$ cat config.mk
export PLATFORM = sky130hd
export DESIGN_NAME = pmic_seq_ctrl
export DESIGN_NICKNAME = d
export VERILOG_FILES = /design/src/rtl/pmic_seq_pkg.sv /design/src/rtl/pmic_seq_timer.sv /design/src/rtl/pmic_seq_regs.sv /design/src/rtl/pmic_seq_fsm.sv /design/src/rtl/pmic_seq_outs.sv /design/src/rtl/pmic_seq_ctrl.sv
export SDC_FILE = /design/constraint.sdc
export NUM_CORES = 1
export LEC_CHECK = 0
export BUFFER_PORTS_ARGS = -buffer_cell sky130_fd_sc_hd__buf_4
export CAP_MARGIN = 10
export CORE_ASPECT_RATIO = 0.8
export CORE_MARGIN = 2
export CORE_UTILIZATION = 55
export CTS_BUF_LIST = sky130_fd_sc_hd__clkbuf_4
export DETAILED_ROUTE_END_ITERATION = 8
export PLACE_DENSITY = 0.77
export SYNTH_ARGS = -nofsm -noshare
export SYNTH_HDL_FRONTEND = slang
export SYNTH_SLANG_ARGS = --single-unit
$ cat constraint.sdc
create_clock -name clk -period 2.3 [get_ports clk]
set_clock_uncertainty 0.05 [all_clocks]
set_input_delay 0.115 -clock clk [delete_from_list [all_inputs] [get_ports clk]]
set_output_delay 0.115 -clock clk [all_outputs]
set_load 0.03 [all_outputs]
$ cat src/rtl/pmic_seq_pkg.sv
package pmic_seq_pkg;

   localparam int unsigned NUM_RAILS = 7;
   localparam int unsigned REG_W     = 3;

   typedef enum logic [2:0] {
      ST_OFF    = 3'd0,
      ST_PWRUP  = 3'd1,
      ST_RSTW   = 3'd2,
      ST_ACTIVE = 3'd3,
      ST_SLEEP  = 3'd4,
      ST_DEEP   = 3'd5,
      ST_WAKEW  = 3'd6
   } seq_state_t;

   // rail k+1 drives bit k
   localparam logic [NUM_RAILS-1:0] M_START = 7'b0010100;
   localparam logic [NUM_RAILS-1:0] M_EARLY = 7'b0010111;
   localparam logic [NUM_RAILS-1:0] M_CORE  = 7'b0010011;
   localparam logic [NUM_RAILS-1:0] M_R3    = 7'b0000100;
   localparam logic [NUM_RAILS-1:0] M_HOSTS = 7'b1101000;
   localparam logic [NUM_RAILS-1:0] M_DEEP  = 7'b0000001;
   localparam logic [NUM_RAILS-1:0] M_WAKE  = 7'b0010101;

   function automatic logic [NUM_RAILS-1:0] rail_mask(seq_state_t s, logic keep3, logic en_pin);
      logic [NUM_RAILS-1:0] m;
      case (s)
         ST_PWRUP:  m = M_START;
         ST_RSTW:   m = M_EARLY;
         ST_ACTIVE: m = M_CORE | ((en_pin | keep3) ? M_R3 : '0) | (en_pin ? M_HOSTS : '0);
         ST_SLEEP:  m = M_CORE | (keep3 ? M_R3 : '0);
         ST_DEEP:   m = M_DEEP;
         ST_WAKEW:  m = M_WAKE;
         default:   m = '0;
      endcase
      return m;
   endfunction

endpackage

$ cat src/rtl/pmic_seq_timer.sv
module pmic_seq_timer #(
   parameter int unsigned CW = 8
) (
   input  logic          clk,
   input  logic          rst_n,
   input  logic          clr,
   input  logic          inc,
   output logic [CW-1:0] cnt
);

   always_ff @(posedge clk or negedge rst_n) begin
      if (!rst_n)   cnt <= '0;
      else if (clr) cnt <= '0;
      else if (inc) cnt <= cnt + 1'b1;
   end

endmodule

$ cat src/rtl/pmic_seq_regs.sv
module pmic_seq_regs
   import pmic_seq_pkg::*;
(
   input  logic             clk,
   input  logic             rst_n,
   input  logic             we,
   input  logic [REG_W-1:0] wdata,
   input  seq_state_t       st,
   input  logic             btn,
   output logic             pd_q,
   output logic             rdy_q,
   output logic             keep3_q
);

   logic pd_open;
   assign pd_open = (st == ST_ACTIVE) || (st == ST_SLEEP);

   always_ff @(posedge clk or negedge rst_n) begin
      if (!rst_n) begin
         pd_q    <= 1'b0;
         rdy_q   <= 1'b0;
         keep3_q <= 1'b0;
      end else begin
         if (st == ST_DEEP && btn) pd_q <= 1'b0;
         else if (we && pd_open)   pd_q <= wdata[0];
         if (we) begin
            rdy_q   <= wdata[1];
            keep3_q <= wdata[2];
         end
      end
   end

endmodule

$ cat src/rtl/pmic_seq_fsm.sv
module pmic_seq_fsm
   import pmic_seq_pkg::*;
#(
   parameter int unsigned RST_CYC  = 4,
   parameter int unsigned STAG_CYC = 2,
   parameter int unsigned CW       = 4
) (
   input  logic          clk,
   input  logic          rst_n,
   input  logic          btn,
   input  logic          hold,
   input  logic          en,
   input  logic          pg5,
   input  logic          pd,
   input  logic [CW-1:0] cnt,
   output seq_state_t    st_q,
   output logic          t_clr,
   output logic          t_inc
);

   localparam logic [CW-1:0] RST_LAST  = CW'(RST_CYC - 1);
   localparam logic [CW-1:0] STAG_LAST = CW'(STAG_CYC - 1);

   seq_state_t nxt;
   logic       drop;

   assign drop = !hold && !btn;

   always_comb begin
      nxt = st_q;
      case (st_q)
         ST_OFF:    if (btn) nxt = ST_PWRUP;
         ST_PWRUP:  if (pg5 && cnt == STAG_LAST) nxt = ST_RSTW;
         ST_RSTW:   if (cnt == RST_LAST) nxt = ST_ACTIVE;
         ST_ACTIVE: begin
            if (pd)               nxt = ST_DEEP;
            else if (drop)        nxt = ST_OFF;
            else if (hold && !en) nxt = ST_SLEEP;
         end
         ST_SLEEP: begin
            if (pd)        nxt = ST_DEEP;
            else if (drop) nxt = ST_OFF;
            else if (en)   nxt = ST_ACTIVE;
         end
         ST_DEEP:   if (btn) nxt = ST_WAKEW;
         ST_WAKEW:  if (pg5) nxt = ST_RSTW;
         default:   nxt = ST_OFF;
      endcase
   end

   assign t_clr = (nxt != st_q) || (st_q == ST_PWRUP && !pg5);
   assign t_inc = (st_q == ST_PWRUP) || (st_q == ST_RSTW);

   always_ff @(posedge clk or negedge rst_n) begin
      if (!rst_n) st_q <= ST_OFF;
      else        st_q <= nxt;
   end

endmodule

$ cat src/rtl/pmic_seq_outs.sv
module pmic_seq_outs
   import pmic_seq_pkg::*;
(
   input  logic                 clk,
   input  logic                 rst_n,
   input  seq_state_t           st,
   input  logic                 keep3,
   input  logic                 en,
   input  logic                 btn,
   output logic [NUM_RAILS-1:0] rail_en,
   output logic                 rst_out_n,
   output logic                 btn_stat_n
);

   logic [NUM_RAILS-1:0] want;
   logic                 running;

   assign want    = rail_mask(st, keep3, en);
   assign running = (st == ST_ACTIVE) || (st == ST_SLEEP);

   for (genvar g = 0; g < NUM_RAILS; g++) begin : g_rail
      always_ff @(posedge clk or negedge rst_n) begin
         if (!rst_n) rail_en[g] <= 1'b0;
         else        rail_en[g] <= want[g];
      end
   end

   always_ff @(posedge clk or negedge rst_n) begin
      if (!rst_n) begin
         rst_out_n  <= 1'b0;
         btn_stat_n <= 1'b1;
      end else begin
         rst_out_n  <= running;
         btn_stat_n <= !(btn && running);
      end
   end

endmodule

$ cat src/rtl/pmic_seq_ctrl.sv
module pmic_seq_ctrl
   import pmic_seq_pkg::*;
#(
   parameter int unsigned RST_CYC  = 52_000_000,
   parameter int unsigned STAG_CYC = 1_600_000
) (
   input  logic                 clk,
   input  logic                 rst_n,
   input  logic                 btn,
   input  logic                 rail5_pg,
   input  logic                 hold,
   input  logic                 en,
   input  logic                 reg_we,
   input  logic [REG_W-1:0]     reg_wdata,
   output logic [REG_W-1:0]     reg_rdata,
   output logic [NUM_RAILS-1:0] rail_en,
   output logic                 rst_out_n,
   output logic                 btn_stat_n
);

   localparam int unsigned TMAX = (RST_CYC > STAG_CYC) ? RST_CYC : STAG_CYC;
   localparam int unsigned CW   = $clog2(TMAX + 1);

   if (RST_CYC < 1) begin : g_bad_rst
      $error("RST_CYC must be at least 1");
   end
   if (STAG_CYC < 1) begin : g_bad_stag
      $error("STAG_CYC must be at least 1");
   end

   seq_state_t    state_q;
   logic [CW-1:0] cnt;
   logic          t_clr, t_inc;
   logic          pd_q, rdy_q, keep3_q;

   pmic_seq_timer #(.CW(CW)) u_tmr (
      .clk(clk), .rst_n(rst_n), .clr(t_clr), .inc(t_inc), .cnt(cnt)
   );

   pmic_seq_fsm #(.RST_CYC(RST_CYC), .STAG_CYC(STAG_CYC), .CW(CW)) u_fsm (
      .clk(clk), .rst_n(rst_n), .btn(btn), .hold(hold), .en(en),
      .pg5(rail5_pg), .pd(pd_q), .cnt(cnt),
      .st_q(state_q), .t_clr(t_clr), .t_inc(t_inc)
   );

   pmic_seq_regs u_regs (
      .clk(clk), .rst_n(rst_n), .we(reg_we), .wdata(reg_wdata),
      .st(state_q), .btn(btn),
      .pd_q(pd_q), .rdy_q(rdy_q), .keep3_q(keep3_q)
   );

   pmic_seq_outs u_outs (
      .clk(clk), .rst_n(rst_n), .st(state_q), .keep3(keep3_q), .en(en),
      .btn(btn), .rail_en(rail_en), .rst_out_n(rst_out_n),
      .btn_stat_n(btn_stat_n)
   );

   assign reg_rdata = {keep3_q, rdy_q, pd_q};

endmodule

==> results of run 1 <==
registers in the layout, indices dropped and copies added, names as in the netlist:
signal             cells
u_fsm.st_q             3
u_outs.btn_stat_n      1
u_outs.rail_en         5
u_outs.rst_out_n       1
u_regs.keep3_q         1
u_regs.pd_q            1
u_regs.rdy_q           1
u_tmr.cnt             26
timing repair:
item / 4_1_cts / 5_1_grt
gates resized for setup: 0 / 7
endpoints found under the setup margin: 0 / 26
buffers inserted: 0 / 2
hold endpoints to repair: 42 / 0
hold buffers: 6 / 0
cell families (layout without fill, tap and decap cells):
logic type                 Yosys count  in the layout
adders and majority gates            1              1
DFF                                 39             39
muxes                                5              5
buffers and inverters               27             60
xor gates and xnor gates            26             26
and+or+nand+nor                    105            105
AOI/OAI and AO/OA                   27             27
worst paths after layout:
check | from | endpoint | slack, ps | depth (start not counted)
worst max-delay path | u_tmr.cnt[8] | u_tmr.cnt[21] | 70 | 6
worst min-delay path | reg_wdata[0] | u_regs.pd_q | 20 | 3
worst max register to register | u_tmr.cnt[8] | u_tmr.cnt[21] | 70 | 6
worst min register to register | u_regs.keep3_q | u_outs.rail_en[2] | 540 | 2
max in group asynchronous | rst_n | u_outs.btn_stat_n | 1640 | 2
min in group asynchronous | rst_n | u_tmr.cnt[21] | 210 | 2
per-layer routing:
| metal | track usage | vias up | share of wire |
|---|---|---|---|
| met5 | 0 | - | 0 |
| met4 | 0.09184 | 0 | 0.021 |
| met3 | 0.05648 | 13 | 0.036 |
| met2 | 0.3421 | 48 | 0.44 |
| met1 | 0.3795 | 893 | 0.50 |
| li1 | - | 914 | - |
where the power goes:
group          leakage [nW]  internal [mW]  switching [mW]
Clock                0.0368          0.157           0.218
Sequential            0.519          0.781          0.0615
Combinational         0.467          0.372           0.632
area by class of cell:
cell class,count,area share
tap,55,0.02632
timing repair buffer,43,0.1368
sequential,39,0.3742
multi-input combinational,164,0.4268
inverter,9,0.01292
clock buffer,8,0.02297
worst max-delay path: stages, from the launching register on:
cell and delay (ps):
dfrtp_1 410, nand4bb_1 200, or4_4 500, or4_4 470, a21oi_4 200, buf_12 170, nor4_1 70
stage by stage:
stage / TNS, ps / area (µm²)
6_report: 0 / 2615
5_1_grt: -0.009770 / 2615
4_1_cts: 0 / 2570
3_5_place_dp: 0 / 2450
3_3_place_gp: 0 / 2450
2_1_floorplan: 0 / 2213
placed cells by master (no fill, tap or decap), types with 2 or more instances in the layout:
| cell | Yosys | routed |
|---|---|---|
| dfrtp_1 | 38 | 37 |
| buf_4 | 5 | 34 |
| nor4_1 | 28 | 28 |
| xnor2_1 | 20 | 20 |
| nand2_1 | 15 | 15 |
| nor3_1 | 14 | 14 |
| nand3_1 | 10 | 10 |
| nor2_1 | 9 | 9 |
| inv_1 | 9 | 9 |
| nand4_1 | 9 | 9 |
| clkbuf_4 | 0 | 8 |
| o21ai_0 | 7 | 7 |
| xor2_1 | 6 | 6 |
| dlygate4sd3_1 | 0 | 6 |
| a21oi_1 | 5 | 4 |
| or4_4 | 1 | 3 |
| mux2i_1 | 3 | 3 |
| o21a_1 | 3 | 3 |
| nor2b_1 | 2 | 2 |
| and4_1 | 2 | 2 |
| nand2b_1 | 2 | 2 |
| a21oi_4 | 1 | 2 |
| mux2_2 | 2 | 2 |
| buf_6 | 3 | 2 |
==> out/qor.csv, run 1 <==
stage,metric,value,unit
placed_design,post-place-ws,58.33,ps
die,rows,20,
hold_path,hold_path_class,in2reg,
synth,yosys.area.top_type,dfrtp_1,
die,io_pins,22,
synth,synth_compound_area_frac,0.08649,
clock_tree,clkSinkCount,39,
synth,synth_fa_ha_area_frac,0.005653,
route,drc,0,
layout,nFillCells,301,
worst_setup_path,crit_type,reg2reg,
synth,muxShareOfSynthArea,0.02374,
placed_design,io_buffers,21,
die,die_area,4551,µm²
synth,seq_area_frac_synth,0.4415,
timing,fin_crit,2230,ps
global_routing,grt_max_degree,40,
synth,yosysWarnings,0,
layout,final_cells,318,
timing,worst_pin_slew,662.9,ps
placed_design,dpl.cell_count,302,
synth,synthXorXnorAreaFrac,0.1029,
synth,synth.most_common_cell,dfrtp_1,
die,die_x,74.93,µm
global_routing,globalRouteOverflowTotal,0,
synth,synth_seq_cells,39,
worst_setup_path,end_kind,flip-flop,
power,leakage,1.023,nW
synth,syn_area_per_cell,9.623,µm²
synth,synth-simple-area-share,0.2742,
clock_tree,clk_latency,360,ps
synth,syn_inst,230,
layout,final_core_util,0.6830,
synth,syn-num-nets,241,
synth,synth_area,2213,µm²
run_status,status,finished clean,
power,powerDensity,849.3,nW/µm²
clock_tree,cts_tree,built,
layout,seqCellArea,978.4,µm²
layout,multi_input_area,1116,µm²
clock_tree,clockBufferDepth,2,
timing,clock.fmax,0.4485,GHz
clock_tree,cts_buffers,5,
power,total_power,2.221,mW
timing,fin_crit_sh,0.9694,
synth,synth_ff_type,dfrtp_1,
synth,yosys-top-cells-count,"dfrtp_1 (38), nor4_1 (28), xnor2_1 (20), nand2_1 (15), nor3_1 (14)",
timing,timing.hold.ws,22.89,ps
route,dr.first_iter.drc_count,281,
layout,drive_above_1_share,0.2167,
die,core_area,3829,µm²
timing,setup_viol,0,
layout,area_delta_synth_final,18.15,%
timing,finalMaxSlewViolations,0,
route,vias,1868,
route,routed_via_density,5.874,
synth,synth_top_family_by_area,simple AND/OR/NAND/NOR gates,
power,ir_worst_vdd,524.0,µV
worst_setup_path,arrival,2380,ps
synth,synth_top_area_frac,0.4296,
die,start_util,0.5781,
placed_design,hpwlAfterDp,3347,µm
route,wl_per_cell,15.43,µm
route,route.final.wire_length,4907,µm
placed_design,gp_congestion,0.8394,
synth,async_flop_share,1.000,
worst_setup_path,critical_path_required,2450,ps
layout,n_antenna_cell,0,
clock_tree,path_clk_slew,120,ps
worst_setup_path,crit_path_start_kind,flip-flop,
synth,ys_types,50,
run,maxCapViolCount,0,
route,ant_nets,0,
global_routing,grt_pass1_wl,8300,µm
die,die_y,60.74,µm
synth,synth_edf_count,0,
timing,finalHoldViolCount,0,
worst_setup_path,path_max_fanout,18,
clock_tree,clockRootBuffer,clkbuf_4,
synth,synth_area_leaders,"dfrtp_1 (43%), nor4_1 (7.9%), xnor2_1 (7.9%)",
global_routing,antenna_found_initial,0,
global_routing,grt_pass1_vias,1647,
timing,maxSlewHeadroom,0.5571,
clock_tree,htreeDepth,2,
timing,finalWorstSetupSlack,70.38,ps
global_routing,grt_usage,0.2479,
route,drt-pass1-iter-count,4,
layout,layout.nets,273,
No activity file was read; power rests on OpenSTA's default activity.
==> run 2, diff against run 1 <==
- CORE_UTILIZATION: 55 -> 45
- PLACE_DENSITY: 0.77 -> 0.62
- clock period: 2.3 -> 2.61 ns (I/O delays scaled with it)
==> out/qor.csv, run 2 (synthesis gave the netlist of run 1 again) <==
stage,metric,value,unit,change
run_status,status,finished clean,,
timing,finalWorstSetupSlack,335.9,ps,+265.6 ps
die,die_area,5499,µm²,+21%
clock_tree,clkSinkCount,39,,unchanged
die,io_pins,22,,unchanged
clock_tree,clockBufferDepth,2,,unchanged
worst_setup_path,arrival,2430,ps,+50 ps
layout,final_cell_area,2556,µm²,-2.2%
power,leakage,0.9891,nW,-3.3%
global_routing,grt_pass1_vias,1738,,+5.5%
placed_design,placed_cell_area,2409,µm²,-1.7%
route,dr.first_iter.drc_count,146,,-48%
die,die_x,82.41,µm,+10%
timing,maxSlewHeadroom,0.5428,,-0.01428
die,core_area,4652,µm²,+22%
placed_design,gp_congestion,0.8040,,-4.2%
layout,drive_above_1_share,0.1732,,-0.04350
timing,fin_crit_sh,0.8713,,-0.09811
hold_path,holdPathStages,3,,unchanged
clock_tree,post-cts-setup-buffers,0,,unchanged
placed_design,post-place-ws,325.9,ps,+267.6 ps
route,route.final.wire_length,5066,µm,+3.2%
worst_setup_path,path_max_fanout,26,,+8
power,ir_worst_vdd,544.1,µV,+3.8%
timing,clock.fmax,0.4397,GHz,-2.0%
clock_tree,cts_buffers,5,,unchanged
worst_setup_path,crit_type,reg2reg,,
route,vias,1800,,-3.6%
clock_tree,hold_buffers,5,,-1
worst_setup_path,critical_path_required,2770,ps,+320 ps
global_routing,antenna_found_initial,0,,unchanged
route,wl_per_cell,16.13,µm,+4.6%
die,rows,22,,+10%
layout,final_core_util,0.5495,,-0.1335
die,start_util,0.4758,,-0.1023
timing,finalMaxSlewViolations,0,,unchanged
worst_setup_path,crit_path_start_kind,flip-flop,,
hold_path,hold_path_class,in2reg,,
layout,largest_register,u_tmr.cnt,,
die,die_y,66.73,µm,+9.9%
clock_tree,clk_latency,340,ps,-20 ps
clock_tree,htreeDepth,2,,unchanged
global_routing,grt_max_degree,40,,unchanged
timing,finalHoldViolCount,0,,unchanged
clock_tree,cts_tree,built,,
clock_tree,path_clk_slew,120,ps,about the same
layout,final_cells,314,,-1.3%
global_routing,grt_usage,0.2067,,-0.04117
worst_setup_path,end_kind,flip-flop,,
layout,area_delta_synth_final,15.49,%,
timing,grt_setup_unrepaired,no,,
layout,layout.nets,264,,-3.3%
route,drc,0,,unchanged
run,maxCapViolCount,0,,unchanged
placed_design,hpwlAfterDp,3316,µm,-0.93%
worst_setup_path,r2r_cells,6,,unchanged
timing,worst_pin_slew,685.8,ps,+22.90 ps
placed_design,dpl.cell_count,299,,-0.99%
timing,tns,0,ps,unchanged
worst_setup_path,reg2reg_from,u_tmr.cnt[8],,
timing,fin_crit,2274,ps,+44.44 ps
power,total_power,2.025,mW,-8.8%
worst_setup_path,rrSetupSlack,340,ps,+270 ps
clock_tree,cts_resized,0,,unchanged
global_routing,grt_pass1_wl,8618,µm,+3.8%
timing,timing.hold.ws,55.13,ps,+32.24 ps
clock_tree,clockRootBuffer,clkbuf_4,,
worst_setup_path,rr_endpoint,u_tmr.cnt[25],,
route,drt-pass1-iter-count,4,,unchanged
layout,n_antenna_cell,0,,unchanged
layout,largest_register_ffs,26,,unchanged
placed_design,io_buffers,21,,unchanged
layout,final_common_cell,dfrtp_1,,
power,powerDensity,792.2,nW/µm²,-6.7%
layout,top_regs,"u_tmr.cnt x26, u_outs.rail_en x5, u_fsm.st_q x3",,
global_routing,globalRouteOverflowTotal,0,,unchanged
route,routed_via_density,5.732,,-2.4%
hold_path,min_to,u_regs.pd_q,,
hold_path,hold_path.startpoint,reg_wdata[0],,
route,ant_nets,0,,unchanged
layout,layout_common_cells,"dfrtp_1 (38), nor4_1 (28), buf_4 (25)",,
timing,setup_viol,0,,unchanged
==> run 2: cell types whose count changed in the layout (fill, tap and decap cells not counted), sizes merged <==
cell / change
buf: -9
clkinv: +2
bufinv: +1
clkbuf: -3
==> run 2: cell type report <==
| cell class | count | area, µm² |
|---|---|---|
| clock inverters | 3 | 38.79 |
| repair buffers | 34 | 299.0 |
| fillers | 431 | 2096 |
| well taps | 60 | 75.07 |
| clock buffers | 5 | 37.54 |
| multi-input cells | 164 | 1095 |
| inverters | 9 | 33.78 |
| flip-flops and latches | 39 | 977.2 |
==> run 2: metal layers <==
metal,share of wire,vias to the layer above,wire [µm],track usage
li1,-,889,-,-
met1,0.52,870,2655,0.3144
met2,0.43,37,2177,0.2933
met3,0.039,4,198,0.04336
met4,0.0069,0,35,0.05625
met5,0,-,0,0
==> run 2: how the worst max path moves through the flow <==
stage / depth (start not counted) / slack (ps) / start / to
2_1_floorplan: 7 / 440 / u_fsm.st_q[0] / u_tmr.cnt[0]
3_3_place_gp: 6 / 340 / u_tmr.cnt[8] / u_tmr.cnt[0]
3_5_place_dp: 6 / 330 / u_tmr.cnt[8] / u_tmr.cnt[7]
4_1_cts: 6 / 310 / u_tmr.cnt[8] / u_tmr.cnt[3]
5_1_grt: 6 / 230 / u_fsm.st_q[0] / u_tmr.cnt[25]
6_report: 6 / 340 / u_tmr.cnt[8] / u_tmr.cnt[25]
==> run 2: report_power, final <==
part           total (mW)  switching, mW  internal (mW)
logic               0.864          0.537          0.327
clock network       0.405          0.208          0.197
registers           0.756         0.0680          0.688
==> run 2: critical path, stage by stage, from the launching register on <==
cell and delay, ps:
dfrtp_1 460, nand4bb_1 200, or4_1 510, or4_4 470
a21oi_4 190, buf_12 180, nor4_1 70
